$ cat src/rtl/nma_pkg.sv
package nma_pkg;
  typedef enum logic [1:0] {ST_IDLE, ST_ROW, ST_STRB} nma_st_e;
  localparam int BUS_DW = 32;
  localparam int MEM_DW = 16;
  localparam int MEM_AW = 11;
endpackage

$ cat src/rtl/nma_ctrl.sv
module nma_ctrl
  import nma_pkg::*;
#(
  parameter int STRB_CLKS = 2,
  parameter int ROW_CLKS  = 1
) (
  input  logic       clk,
  input  logic       rst,
  input  logic       req,
  input  logic       we,
  input  logic       wide,
  output nma_st_e    st,
  output logic [1:0] beat,
  output logic       lat_we,
  output logic       lat_wide,
  output logic       accept,
  output logic       beat_end,
  output logic       last_beat,
  output logic       ready
);
  localparam int MAXC = (STRB_CLKS > ROW_CLKS) ? STRB_CLKS : ROW_CLKS;
  localparam int CW   = $clog2(MAXC + 1);

  logic [CW-1:0] cnt;
  logic          row_end;

  assign accept    = (st == ST_IDLE) && req;
  assign last_beat = lat_wide ? (beat == 2'd1) : (beat == 2'd3);
  assign beat_end  = (st == ST_STRB) && (cnt == CW'(STRB_CLKS - 1));
  assign row_end   = (st == ST_ROW) && (cnt == CW'(ROW_CLKS - 1));

  always_ff @(posedge clk) begin
    if (rst) begin
      st       <= ST_IDLE;
      cnt      <= '0;
      beat     <= '0;
      lat_we   <= 1'b0;
      lat_wide <= 1'b0;
      ready    <= 1'b0;
    end else begin
      ready <= 1'b0;
      case (st)
        ST_IDLE: begin
          if (req) begin
            lat_we   <= we;
            lat_wide <= wide;
            beat     <= '0;
            cnt      <= '0;
            st       <= wide ? ST_STRB : ST_ROW;
          end
        end
        ST_ROW: begin
          if (row_end) begin
            cnt <= '0;
            st  <= ST_STRB;
          end else begin
            cnt <= cnt + 1'b1;
          end
        end
        ST_STRB: begin
          if (beat_end) begin
            cnt <= '0;
            if (last_beat) begin
              st    <= ST_IDLE;
              ready <= 1'b1;
            end else begin
              beat <= beat + 1'b1;
              st   <= lat_wide ? ST_STRB : ST_ROW;
            end
          end else begin
            cnt <= cnt + 1'b1;
          end
        end
        default: st <= ST_IDLE;
      endcase
    end
  end

  assert_ready_pulse_R9: assert property (@(posedge clk) disable iff (rst)
    ready |=> !ready);
  assert_ready_after_strobe_R8: assert property (@(posedge clk) disable iff (rst)
    $rose(ready) |-> $past(st) == ST_STRB);
  assert_row_only_narrow_R7: assert property (@(posedge clk) disable iff (rst)
    (st == ST_ROW) |-> !lat_wide);
  assert_wide_two_beats_R6: assert property (@(posedge clk) disable iff (rst)
    (st != ST_IDLE && lat_wide) |-> beat <= 2'd1);
endmodule

$ cat src/rtl/nma_addr_mux.sv
module nma_addr_mux
  import nma_pkg::*;
#(
  parameter int AW = 20
) (
  input  logic [AW-1:0]     addr,
  input  logic [1:0]        beat,
  input  logic              wide,
  input  logic              row_ph,
  output logic [MEM_AW-1:0] mem_addr
);
  always_comb begin
    if (wide)
      mem_addr = {3'b000, addr[8:2], beat[0]};
    else if (row_ph)
      mem_addr = addr[19:9];
    else
      mem_addr = {addr[10:2], beat};
  end
endmodule

$ cat src/rtl/nma_wr_steer.sv
module nma_wr_steer
  import nma_pkg::*;
(
  input  logic [BUS_DW-1:0] wdata,
  input  logic [1:0]        beat,
  input  logic              wide,
  output logic [MEM_DW-1:0] dout
);
  logic [7:0] sel_byte;

  always_comb begin
    case (beat)
      2'd0:    sel_byte = wdata[31:24];
      2'd1:    sel_byte = wdata[23:16];
      2'd2:    sel_byte = wdata[15:8];
      default: sel_byte = wdata[7:0];
    endcase
    if (wide)
      dout = beat[0] ? wdata[15:0] : wdata[31:16];
    else
      dout = {sel_byte, sel_byte};
  end
endmodule

$ cat src/rtl/nma_rd_assemble.sv
module nma_rd_assemble
  import nma_pkg::*;
(
  input  logic              clk,
  input  logic              rst,
  input  logic              cap,
  input  logic              last,
  input  logic              wide,
  input  logic [1:0]        beat,
  input  logic [MEM_DW-1:0] din,
  output logic [BUS_DW-1:0] rdata
);
  for (genvar g = 0; g < 3; g++) begin : g_hold
    logic [7:0] q;
    always_ff @(posedge clk) begin
      if (rst) begin
        q <= '0;
      end else if (cap) begin
        if (wide) begin
          if (g < 2 && beat == 2'd0) q <= din[15-8*g -: 8];
        end else if (beat == 2'(g)) begin
          q <= din[7:0];
        end
      end
    end
  end

  always_ff @(posedge clk) begin
    if (rst)
      rdata <= '0;
    else if (cap && last)
      rdata <= wide ? {g_hold[0].q, g_hold[1].q, din}
                    : {g_hold[0].q, g_hold[1].q, g_hold[2].q, din[7:0]};
  end
endmodule

$ cat src/rtl/narrow_mem_adapter.sv
module narrow_mem_adapter
  import nma_pkg::*;
#(
  parameter int AW        = 20,
  parameter int STRB_CLKS = 2,
  parameter int ROW_CLKS  = 1
) (
  input  logic          clk,
  input  logic          rst,
  input  logic          bus_req,
  input  logic          bus_we,
  input  logic          dev_wide,
  input  logic [AW-1:0] bus_addr,
  input  logic [31:0]   bus_wdata,
  output logic [31:0]   bus_rdata,
  output logic          bus_ready,
  output logic [10:0]   mem_addr,
  output logic          mem_cs_n,
  output logic          mem_oe_n,
  output logic          mem_we_n,
  output logic          mem_row_ph,
  output logic [15:0]   mem_dout,
  output logic          mem_dout_en,
  input  logic [15:0]   mem_din
);
  nma_st_e         st;
  logic [1:0]      beat;
  logic            lat_we, lat_wide, accept, beat_end, last_beat;
  logic [AW-1:0]   addr_q;
  logic [31:0]     wdata_q;

  always_ff @(posedge clk) begin
    if (rst) begin
      addr_q  <= '0;
      wdata_q <= '0;
    end else if (accept) begin
      addr_q  <= bus_addr;
      wdata_q <= bus_wdata;
    end
  end

  nma_ctrl #(.STRB_CLKS(STRB_CLKS), .ROW_CLKS(ROW_CLKS)) u_ctrl (
    .clk(clk), .rst(rst), .req(bus_req), .we(bus_we), .wide(dev_wide),
    .st(st), .beat(beat), .lat_we(lat_we), .lat_wide(lat_wide),
    .accept(accept), .beat_end(beat_end), .last_beat(last_beat),
    .ready(bus_ready)
  );

  nma_addr_mux #(.AW(AW)) u_amux (
    .addr(addr_q), .beat(beat), .wide(lat_wide),
    .row_ph(st == ST_ROW), .mem_addr(mem_addr)
  );

  nma_wr_steer u_wsteer (
    .wdata(wdata_q), .beat(beat), .wide(lat_wide), .dout(mem_dout)
  );

  nma_rd_assemble u_rasm (
    .clk(clk), .rst(rst), .cap(beat_end && !lat_we), .last(last_beat),
    .wide(lat_wide), .beat(beat), .din(mem_din), .rdata(bus_rdata)
  );

  assign mem_cs_n    = (st == ST_IDLE);
  assign mem_row_ph  = (st == ST_ROW);
  assign mem_oe_n    = !((st == ST_STRB) && !lat_we);
  assign mem_we_n    = !((st == ST_STRB) && lat_we);
  assign mem_dout_en = (st != ST_IDLE) && lat_we;

  assert_one_strobe_R8: assert property (@(posedge clk) disable iff (rst)
    !(!mem_oe_n && !mem_we_n));
  assert_cs_covers_R8: assert property (@(posedge clk) disable iff (rst)
    (!mem_oe_n || !mem_we_n || mem_row_ph) |-> !mem_cs_n);
  assert_drive_on_write_R4: assert property (@(posedge clk) disable iff (rst)
    !mem_we_n |-> mem_dout_en);
  assert_write_keeps_rdata_R12: assert property (@(posedge clk) disable iff (rst)
    (!mem_cs_n && lat_we) |=> $stable(bus_rdata));
endmodule

$ cat config.mk
export PLATFORM = sky130hd
export DESIGN_NAME = narrow_mem_adapter
export DESIGN_NICKNAME = d
export VERILOG_FILES = /design/src/rtl/nma_pkg.sv /design/src/rtl/nma_ctrl.sv /design/src/rtl/nma_addr_mux.sv /design/src/rtl/nma_wr_steer.sv /design/src/rtl/nma_rd_assemble.sv /design/src/rtl/narrow_mem_adapter.sv
export SDC_FILE = /design/constraint.sdc
export NUM_CORES = 1
export LEC_CHECK = 0
export ABC_AREA = 1
export CAP_MARGIN = 5
export CELL_PAD_IN_SITES_DETAIL_PLACEMENT = 0
export CELL_PAD_IN_SITES_GLOBAL_PLACEMENT = 1
export CORE_UTILIZATION = 40
export DETAILED_ROUTE_END_ITERATION = 12
export DONT_BUFFER_PORTS = 1
export GPL_TIMING_DRIVEN = 0
export HOLD_SLACK_MARGIN = 0.1
export PLACE_DENSITY_LB_ADDON = 0.1
export SYNTH_ARGS = -nofsm -noshare
export SYNTH_HDL_FRONTEND = slang
export SYNTH_SLANG_ARGS = --single-unit
$ cat constraint.sdc
create_clock -name clk -period 2.19 [get_ports clk]
set_input_delay 0.3285 -clock clk [delete_from_list [all_inputs] [get_ports clk]]
set_output_delay 0.3285 -clock clk [all_outputs]
set_load 0.02 [all_outputs]
Word-level counts from Yosys, hierarchy flattened

Index checks and enable logic that the tools add are counted.

Add/sub/neg operators: 2
Multipliers: 0
Divide/modulo/power cells: 0
Magnitude comparators: 0
Equality and inequality tests: 11
Shifts and indexed selects: 0
Mux-type cells: 27
Bitwise gates (word level): 3
Reduce and logical (&&, ||, !) cells: 26

Operators by type and width:

| cell                  | count |
|---|---|
| $mux W16              | 3 |
| $mux W8               | 5 |
| $pmux W8 S3           | 1 |
| $mux W11              | 2 |
| $mux W2               | 11 |
| $pmux W2 S3           | 2 |
| $reduce_and A3 Y1     | 3 |
| $logic_and A1 B1 Y1   | 8 |
| $eq A2 B1 Y1 const B  | 3 |
| $eq A2 B2 Y1 const B  | 3 |
| $logic_not A2 Y1      | 3 |
| $ne A2 B2 Y1 const B  | 3 |
| $reduce_and A2 Y1     | 3 |
| $reduce_bool A2 Y1    | 3 |
| $add A2 B1 Y2 const B | 2 |
| $ne A2 B1 Y1 const B  | 2 |
| $pmux W2 S2           | 1 |
| $reduce_and A4 Y1     | 1 |
| $logic_not A1 Y1      | 3 |
| $not A1 Y1            | 3 |
| $reduce_bool A3 Y1    | 1 |
| $reduce_or A3 Y1      | 1 |
| $mux W1               | 2 |

Bits in registers: 117
Latch bits: 0
Bits in writable memories: 0
Memory bits (read-only): 0
Logic and storage cells: 81
Memories kept: 0

Depth between registers and ports, before layout

Gate-level depths: netlist of run 1.

Word-level depth: 5
Mapped depth: 12

Hierarchy

From an unflattened synthesis of run 1, not the netlist that was laid out.

Cell total of the unflattened synthesis: 912
Area, all modules: 6158.4 µm²

By module, submodules not included:

| module             | instances | cells an instance | area an instance (µm²) | seq. area each (µm²) |
|---|---|---|---|---|
| nma_rd_assemble    | 1         | 283               | 2311.0                 | 1121.1 |
| narrow_mem_adapter | 1         | 339               | 2189.6                 | 1041.0 |
| nma_wr_steer       | 1         | 131               | 700.7                  | 0.0 |
| nma_ctrl           | 1         | 90                | 643.1                  | 180.2 |
| nma_addr_mux       | 1         | 69                | 314.1                  | 0.0 |

Worst setup path after synthesis of run 1

Ideal clock, no wire load.

Path kind: reg2out
Start: register u_ctrl.beat[0]
End: output mem_dout[13]
Arrival: 1.963 ns
Setup slack: -0.101 ns
Stages on the path, launching flop included: 11
Buffers on the path: 4
Cell sequence: dfxtp_1 clkbuf_2 clkinv_1 buf_2 ha_1 buf_2 buf_2 nand2_1 nand3_1 a22oi_1 o21ai_0

Word-level cells in the longest chain between the ends: 3
Elaborated cells on any way between the ends: 6
Classes of those cells: eq/ne (2); mux (3); reduce/logical (1)

Ends and longest elaborated chain:

| what                                       | line                     | source |
|---|---|---|
| start: declaration                         | nma_ctrl.sv:13           | `output logic [1:0] beat,` |
| start signal: assignment                   | nma_ctrl.sv:67           | `beat <= beat + 1'b1;` |
| $eq A2 B2 Y1, or another cell as far along | nma_wr_steer.sv:12       | `case (beat)` |
| $pmux W8 S3                                | nma_wr_steer.sv:12       |  |
| $mux W16 (*)                               | nma_wr_steer.sv:18       | `if (wide)` |
| end: declaration                           | narrow_mem_adapter.sv:22 | `output logic [15:0] mem_dout,` |

Mark *: on every way between the ends. The rest lies on a longest branch, timed or not.

Worst setup path after layout of run 1

Start: register u_ctrl.beat[0]
End: output mem_dout[3]

Same word-level chain as after synthesis.

==> results of run 1 <==
power by group through the flow:
stage               Combinational, uW  Sequential, uW  Clock, uW
CTS                              2810            2630       2720
finish                           2840            2650       2670
detailed placement               2380            2660          0
floorplan                        1870            2590          0
global route                     3120            2680       2820
global placement                 2360            2660          0
synthesized netlist by cell type:
library cell / number
nand2_2: 2
ha_1: 12
nor2_8: 1
nor2_4: 2
clkbuf_4: 1
nor2_2: 1
o21ai_0: 136
buf_2: 15
nand3_4: 1
inv_4: 1
a22oi_1: 15
nand2_1: 101
buf_6: 2
inv_1: 34
buf_4: 3
nand3_2: 1
nand3_1: 24
dfxtp_1: 115
nor2_1: 201
clkbuf_1: 24
nor3_1: 1
clkbuf_2: 1
clkinv_1: 2
inv_2: 2
o21ai_1: 10
a21oi_1: 32
area by class of cell:
class	count	area share
inverter	39	0.0244
clock inverter	9	0.0161
timing repair buffer	42	0.0606
multi-input combinational	540	0.410
clock buffer	22	0.0703
buffer	41	0.0351
tap	172	0.0326
sequential	115	0.350
timing repair inverter	1	0.00133
worst max-delay path, cell delays in order, from the launching register on:
cell     delay [ps]
dfxtp_2         340
buf_4           120
ha_1            230
inv_2            80
nor2_4          270
a22oi_1         190
o21ai_2         170
cell families after synthesis:
| logic type | after synthesis | share of synthesized area |
|---|---|---|
| DFF | 115 | 0.445 |
| AOI/OAI and AO/OA | 193 | 0.194 |
| and+or+nand+nor | 335 | 0.260 |
| buffers and inverters | 85 | 0.0718 |
| adders and majority gates | 12 | 0.0290 |
through the flow:
stage	cells	hold WS [ps]	worst slack (ps)	power, uW
after CTS	981	101	-6.69	8160
after floorplan	740	441	21.0	4460
after global routing	981	106	-44.8	8620
final	981	110	42.7	8150
after detailed placement	912	455	-482	5050
after global placement	912	454	-436	5020
per-layer routing:
layer	share of wire	global-route usage	vias to the layer above	wire, um
met5	0	0	-	0
met4	0.017	0.0949	0	273
met3	0.063	0.0737	24	1030
met2	0.49	0.433	150	8040
met1	0.43	0.295	2310	6930
li1	-	-	2519	-
registers in the layout, indices dropped and copies added, names as in the netlist, 2 cells and up:
signal / flops
addr_q: 18
u_rasm.g_hold.q: 24
u_ctrl.st: 2
u_ctrl.beat: 2
u_ctrl.cnt: 2
u_rasm.rdata: 32
wdata_q: 32
repair_timing:
action,4_1_cts,5_1_grt
gates cloned,1,0
endpoints found under the hold margin,50,0
hold buffers,34,0
resized for setup,69,14
setup endpoints to repair,51,70
buffers inserted,7,1
pin swaps,5,5
final timing paths:
| check | end | slack, ps |
|---|---|---|
| setup reg to reg | wdata_q[27] | 220 |
| setup / recovery | mem_dout[3] | 40 |
| hold reg to reg | u_rasm.g_hold[0].q[7] | 460 |
| hold / removal | wdata_q[5] | 110 |
==> impl_metrics.csv, run 1 <==
group,metric,value,unit
outcome,status,"completed",
final_layout,layout_common_cells,"nor2_1 (199), o21ai_0 (122), dfxtp_1 (111)",
grt,antenna_found_initial,0,
critical_path,r2r_cells,6,
drt,vias,5003,
pwr,combinationalPowerShare,0.348,
floorplan,initial_utilization,0.410,
placed_design,hpwl,11500,um
floorplan,core,12600,um2
critical_path,cp.arrival,1820,ps
grt,grt-ovfl-total,0,
synthesis,ys_warn_count,0,
floorplan,die_w,116,um
drt,drc,0,
drt,drtAntennaViolNets,0,
final_layout,synthToLayoutAreaGrowth,27.6,%
placed_design,postPlaceCellArea,5400,um2
synthesis,syn_area_per_cell,6.99,um2
synthesis,synth_top_area_share,0.445,
clock_tree,ctsRootBufferMaster,"clkbuf_16",
critical_path,critPathKind,"register to output port",
critical_path,end_kind,"output port",
critical_path,worstPathMaxFanout,8,
grt,grt_pass1_vias,4867,
pwr,p_per_area,1230,nW/um2
sta,finalHoldViolCount,0,
synthesis,netlist_instances,740,
grt,grt_max_degree,17,
drt,drt-initial-drc-count,274,
synthesis,synth.net_count,825,
synthesis,yosysTopAreaCell,"dfxtp_1",
grt,grt_pass1_wl,25100,um
hold_path,hp-class,"primary input to register",
sta,grt_setup_unrepaired,"yes",
hold_path,hold-path-cell-count,2,
synthesis,ys_types,26,
placed_design,gp_congestion,0.864,
floorplan,die_h,116,um
final_layout,finalInstanceArea,6600,um2
pwr,p_seq_frac,0.325,
pwr,p_switching,3150,uW
synthesis,seq_area_frac_synth,0.445,
synthesis,ys_top_cells_by_area,"dfxtp_1 (44%), nor2_1 (15%), o21ai_0 (13%)",
clock_tree,numCtsBuffers,17,
synthesis,ys_ff_latch,115,
critical_path,crit_path_start_kind,"register",
floorplan,dieArea,13400,um2
clock_tree,clock_sinks,115,
final_layout,drive_gt1_frac,0.143,
sta,max_freq,466,MHz
drt,vias_per_cell,5.10,
pwr,p_sw_frac,0.386,
pwr,p_leak,0.00285,uW
hold_path,hp-start,"bus_wdata[5]",
synthesis,netlist_area,5170,um2
grt,grt_use_total,0.251,
pwr,p_int,5010,uW
drt,wl_per_cell,16.6,um
final_layout,multi_input_area,2710,um2
pwr,p_clk_frac,0.327,
sta,worst_slew_pin_slew,522,ps
sta,drv_slew,0,
drt,dr.pass1.iters,4,
clock_tree,htree_levels,4,
final_layout,mostFrequentLayoutCell,"nor2_1",
critical_path,r2r-start,"u_ctrl.st[1]",
sta,slew_headroom,0.652,
pwr,worst_ir_drop_vdd,702,uV
final_layout,diodes,0,
clock_tree,cts_tree,"built",
sta,period_minus_slack,2150,ps
placed_design,numPortBuffers,0,
final_layout,seqCellArea,2310,um2
sta,worst_clock_skew,4.58,ps
final_layout,nets,882,
final_layout,fillCellCount,1305,
critical_path,critPathRequiredTime,1860,ps
final_layout,utilization,0.523,
sta,setup_tns,0,ps
floorplan,io_pins,138,
flow_run,max_cap_violations,0,
floorplan,rows,41,
drt,routed_wl,16300,um
critical_path,setup.worst_path.start,"u_ctrl.beat[0]",
sta,finalSetupViolCount,0,
clock_tree,clock_path_buffers,2,
clock_tree,insertion_delay,420,ps
clock_tree,clk_pin_slew,50,ps
sta,fin_crit_sh,0.981,
Power figures use the tool's default switching activity.
==> run 2, diff against run 1 <==
Clock period 2.19 ns to 2 ns, I/O delays scaled along.
==> impl_metrics.csv, run 2 (synthesized netlist as in run 1, its figures left out) <==
group,metric,value,unit
grt,antenna_found_initial,0,
grt,grt_use_total,0.258,
placed_design,hpwl,11600,um
sta,period_minus_slack,2140,ps
hold_path,hp-class,"primary input to register",
final_layout,layout_common_cells,"nor2_1 (197), o21ai_0 (119), dfxtp_1 (111)",
grt,use_met3,0.0717,
floorplan,core,12600,um2
clock_tree,numCtsBuffers,17,
critical_path,cp.arrival,1840,ps
grt,grt-ovfl-total,0,
placed_design,pre_cts_ws,-337,ps
drt,wl_per_cell,16.6,um
drt,vias_per_cell,5.08,
sta,grt_setup_unrepaired,"yes",
final_layout,mostFrequentLayoutCell,"nor2_1",
clock_tree,clock_path_buffers,2,
grt,grt_util_met1,0.285,
grt,grt_max_degree,17,
critical_path,crit_path_start_kind,"register",
floorplan,rows,41,
floorplan,die_h,116,um
sta,finalSetupViolCount,16,
grt,grt_pass1_wl,25800,um
sta,drv_slew,0,
sta,finalHoldViolCount,0,
critical_path,crit_family,"flip-flops",
final_layout,largestRegisters,"u_rasm.rdata: 32 flops, wdata_q: 32 flops, u_rasm.g_hold.q: 24 flops",
final_layout,nets,908,
clock_tree,ctsRootBufferMaster,"clkbuf_16",
final_layout,utilization,0.560,
floorplan,die_w,116,um
drt,dr.pass1.iters,4,
drt,drc,0,
floorplan,dieArea,13400,um2
critical_path,path_buf_inv,2,
flow_run,max_cap_violations,0,
final_layout,diodes,0,
floorplan,initial_utilization,0.410,
placed_design,placedCellCount,912,
grt,grt_pass1_vias,5253,
sta,worst_clock_skew,12.4,ps
sta,setup_tns,-1870,ps
critical_path,r2r-start,"u_ctrl.st[0]",
outcome,violations,"setup timing",
critical_path,critPathRequiredTime,1700,ps
pwr,worst_ir_drop_vdd,587,uV
drt,routed_wl,16700,um
clock_tree,clk_pin_slew,50,ps
critical_path,r2r_setup_slack,110,ps
pwr,p_leak,0.00303,uW
clock_tree,htree_levels,4,
critical_path,critPathKind,"register to output port",
grt,use_met2,0.465,
clock_tree,cts_tree,"built",
critical_path,path_cells,"buf_4 > ha_2 > inv_1 > nor2_4 > a22oi_2 > o21ai_2",
critical_path,slowest_delay,360,ps
pwr,fin_total_pwr,9540,uW
critical_path,end_kind,"output port",
critical_path,r2r_cells,7,
final_layout,synthToLayoutAreaGrowth,36.6,%
sta,max_freq,467,MHz
drt,drt-initial-drc-count,229,
sta,worst_slew_pin_slew,571,ps
grt,top_usage_layer,"met2",
clock_tree,clock_sinks,115,
pwr,p_per_area,1350,nW/um2
clock_tree,insertion_delay,420,ps
placed_design,gp_congestion,0.839,
drt,vias,5119,
hold_path,hold_end,"wdata_q[16]",
hold_path,hold-path-cell-count,2,
critical_path,worstPathMaxFanout,8,
floorplan,io_pins,138,
drt,drtAntennaViolNets,0,
outcome,status,"finished with violations",
placed_design,numPortBuffers,0,
critical_path,cp_slowest_cell,"dfxtp_4",
final_layout,drive_gt1_frac,0.160,
sta,fin_crit_sh,1.07,
final_layout,finalNonFillerCells,1008,
hold_path,hp-start,"bus_wdata[16]",
critical_path,rr_endpoint,"wdata_q[23]",
sta,fin_ws,-141,ps
sta,slew_headroom,0.619,
==> run 2: cell types whose count changed in the layout (fill, tap and decap cells not counted), moves of 3 or more <==
cell / delta
bufinv_16: +3
clkbuf_2: +3
nand3_2: +3
nand3_1: -3
a22oi_1: -3
dlygate4sd3_1: +22
o21ai_4: +5
o21ai_2: -5
a22oi_2: +3
o21ai_0: -3
o21ai_1: +3
==> run 2: final cells by class <==
| class | instances | area, um2 |
|---|---|---|
| Buffer | 42 | 262 |
| Tap cell | 172 | 215 |
| Fill cell | 1226 | 5550 |
| Timing Repair Buffer | 67 | 647 |
| Timing Repair inverter | 1 | 16.3 |
| Multi-Input combinational cell | 540 | 2800 |
| Clock inverter | 14 | 211 |
| Sequential cell | 115 | 2310 |
| Inverter | 39 | 175 |
| Clock buffer | 18 | 429 |
==> run 2: power by group <==
part	switching [uW]	internal (uW)	leakage [uW]	total, uW
Sequential	276	2630	0.000941	2910
Combinational	2240	1130	0.00179	3370
Clock	1070	2200	0.000298	3260
==> run 2: layer usage <==
metal / vias to the layer above / wire length (um)
li1: 2576 / -
met1: 2389 / 6980
met2: 138 / 8560
met3: 16 / 1040
met4: 0 / 169
met5: - / 0
==> run 2: how the worst max path moves through the flow <==
| stage | startpoint | depth (start not counted) | endpoint |
|---|---|---|---|
| floorplan | u_ctrl.beat[0] | 10 | mem_dout[13] |
| global placement | u_ctrl.beat[0] | 9 | mem_dout[9] |
| detailed placement | u_ctrl.beat[0] | 9 | mem_dout[15] |
| CTS | u_ctrl.beat[0] | 9 | mem_dout[5] |
| global route | u_ctrl.beat[0] | 7 | mem_dout[8] |
| finish | u_ctrl.beat[0] | 6 | mem_dout[9] |
==> run 2: stage by stage <==
step | hold slack (ps) | instance area [um2]
floorplan | 435 | 5200
CTS | 105 | 7030
finish | 110 | 7070
global placement | 443 | 5420
global route | 148 | 7070
detailed placement | 449 | 5420
==> run 2: timing repair <==
action	in CTS	in global routing
pin swaps	5	6
hold buffers	56	0
gates resized for setup	76	15
hold endpoints to repair	72	0
buffers inserted	11	0
cloned	1	0
endpoints found under the setup margin	87	64
==> run 3, diff against run 2 <==
Settings changed: SETUP_SLACK_MARGIN set to 0.5.
==> impl_metrics.csv, run 3 (synthesized netlist as in run 1, its figures left out) <==
group,metric,value,unit
outcome,status,"finished with violations",
outcome,violations,"setup timing",
grt,antenna_found_initial,0,
grt,grt_use_total,0.270,
pwr,worst_ir_drop_vdd,650,uV
grt,grt_max_degree,17,
clock_tree,clock_path_buffers,2,
sta,slew_headroom,0.600,
final_layout,mostFrequentLayoutCell,"nor2_1",
flow_run,max_cap_violations,0,
clock_tree,insertion_delay,420,ps
clock_tree,clock_sinks,115,
final_layout,layout_common_cells,"nor2_1 (155), dfxtp_1 (110), nand2_1 (74)",
placed_design,placedCellCount,912,
drt,vias,5430,
sta,worst_slew_pin_slew,600,ps
final_layout,largestRegisters,"u_rasm.rdata: 32 flops, wdata_q: 32 flops, u_rasm.g_hold.q: 24 flops",
floorplan,die_w,116,um
sta,drv_slew,0,
floorplan,rows,41,
final_layout,finalNonFillerCells,1048,
clock_tree,clk_pin_slew,50,ps
sta,period_minus_slack,2240,ps
drt,routed_wl,18600,um
sta,worst_clock_skew,13.7,ps
clock_tree,ctsRootBufferMaster,"clkbuf_16",
final_layout,diodes,0,
sta,fin_crit_sh,1.12,
floorplan,initial_utilization,0.410,
grt,grt_pass1_vias,5267,
final_layout,synthToLayoutAreaGrowth,61.2,%
drt,vias_per_cell,5.18,
clock_tree,cts_tree,"built",
critical_path,critPathRequiredTime,1700,ps
critical_path,crit_top_cell,"buf_8",
clock_tree,numCtsBuffers,17,
critical_path,critPathKind,"register to output port",
floorplan,core,12600,um2
sta,max_freq,446,MHz
drt,drt-initial-drc-count,270,
final_layout,seqCellArea,2310,um2
floorplan,dieArea,13400,um2
sta,finalSetupViolCount,16,
sta,finalHoldViolCount,0,
final_layout,utilization,0.661,
critical_path,end_kind,"output port",
placed_design,numPortBuffers,0,
final_layout,fillCellCount,1084,
placed_design,gp_congestion,0.849,
critical_path,cp_slowest_cell,"dfxtp_2",
placed_design,postPlaceCellArea,5620,um2
floorplan,die_h,116,um
hold_path,hp-class,"primary input to register",
critical_path,slowest_delay,340,ps
drt,dr.pass1.iters,4,
grt,grt_pass1_wl,26900,um
grt,grt-ovfl-total,0,
clock_tree,htree_levels,4,
drt,drtAntennaViolNets,0,
critical_path,crit_path_start_kind,"register",
sta,grt_setup_unrepaired,"yes",
critical_path,path_cells,"buf_8 > clkinv_8 > buf_12 > ha_4 > buf_8 > buf_6 > nand2_2 > nand3_2 > a22oi_2 > o21ai_4",
placed_design,hpwl,11900,um
critical_path,worstPathMaxFanout,6,
sta,fin_ws,-241,ps
final_layout,finalInstanceArea,8340,um2
final_layout,nets,949,
final_layout,multi_input_area,3490,um2
drt,drc,0,
drt,wl_per_cell,17.8,um
placed_design,pre_cts_ws,-133,ps
critical_path,cp.arrival,1940,ps
final_layout,drive_gt1_frac,0.340,
pwr,p_per_area,1270,nW/um2
pwr,p_leak,0.00341,uW
floorplan,io_pins,138,
[run 3: cell types whose count changed in the layout (fill, tap and decap cells not counted), sizes merged]
cell,delta
bufinv,-3
clkinv,+1
buf,+44
dlygate4sd3,+2
inv,-1
clkbuf,-2
nor2,+1
clkinvlp,-2
[run 3: through the flow]
step	hold slack (ps)	TNS, ps	power (uW)
6_report	96.6	-3150	10600
5_1_grt	111	-4250	11000
4_1_cts	103	-3720	9810
3_5_place_dp	447	-1950	5890
3_3_place_gp	445	-1730	5840
2_1_floorplan	435	0	5210
[run 3: final timing paths]
check	from	to	slack, ps	cells past startpoint
max	u_ctrl.beat[0]	mem_dout[13]	-240	10
min	bus_wdata[18]	wdata_q[18]	100	2
max reg2reg	u_ctrl.beat[0]	u_rasm.g_hold[1].q[4]	220	13
min reg2reg	u_rasm.g_hold[0].q[4]	u_rasm.g_hold[0].q[4]	460	2
[run 3: final cells by class]
| class | count | share of cell area |
|---|---|---|
| Buffer | 46 | 0.0582 |
| Clock buffer | 21 | 0.0564 |
| Clock inverter | 10 | 0.0129 |
| Inverter | 39 | 0.0232 |
| Multi-Input combinational cell | 541 | 0.418 |
| Sequential cell | 115 | 0.277 |
| Tap cell | 172 | 0.0258 |
| Timing Repair Buffer | 104 | 0.128 |
[run 3: timing repair]
action                                  CTS  global route
gates cloned                              5             2
pin swaps                                33            40
setup buffers                            28            12
hold buffers                             57             1
hold endpoints to repair                 73             1
endpoints found under the setup margin  143           136
gates resized for setup                 161           211
[run 3: per-layer routing]
| metal | up-vias | wire length [um] | global-route usage |
|---|---|---|---|
| li1 | 2666 | - | - |
| met1 | 2576 | 7790 | 0.313 |
| met2 | 158 | 9350 | 0.469 |
| met3 | 30 | 1120 | 0.0753 |
| met4 | 0 | 382 | 0.114 |
| met5 | - | 0 | 0 |
[run 3: worst max-delay path: cells and delay by family (launching register included)]
family                   cells  cell delay [ps]
AND/OR/NAND/NOR              2              110
buffers and inverters        5              530
flip-flops                   1              340
adder cells (fa/ha/maj)      1              150
AO/OA/AOI/OAI                2              400
[run 3: where the power goes]
group	internal, uW	switching, uW
Clock	1910	1050
Combinational	1850	2780
Sequential	2630	334
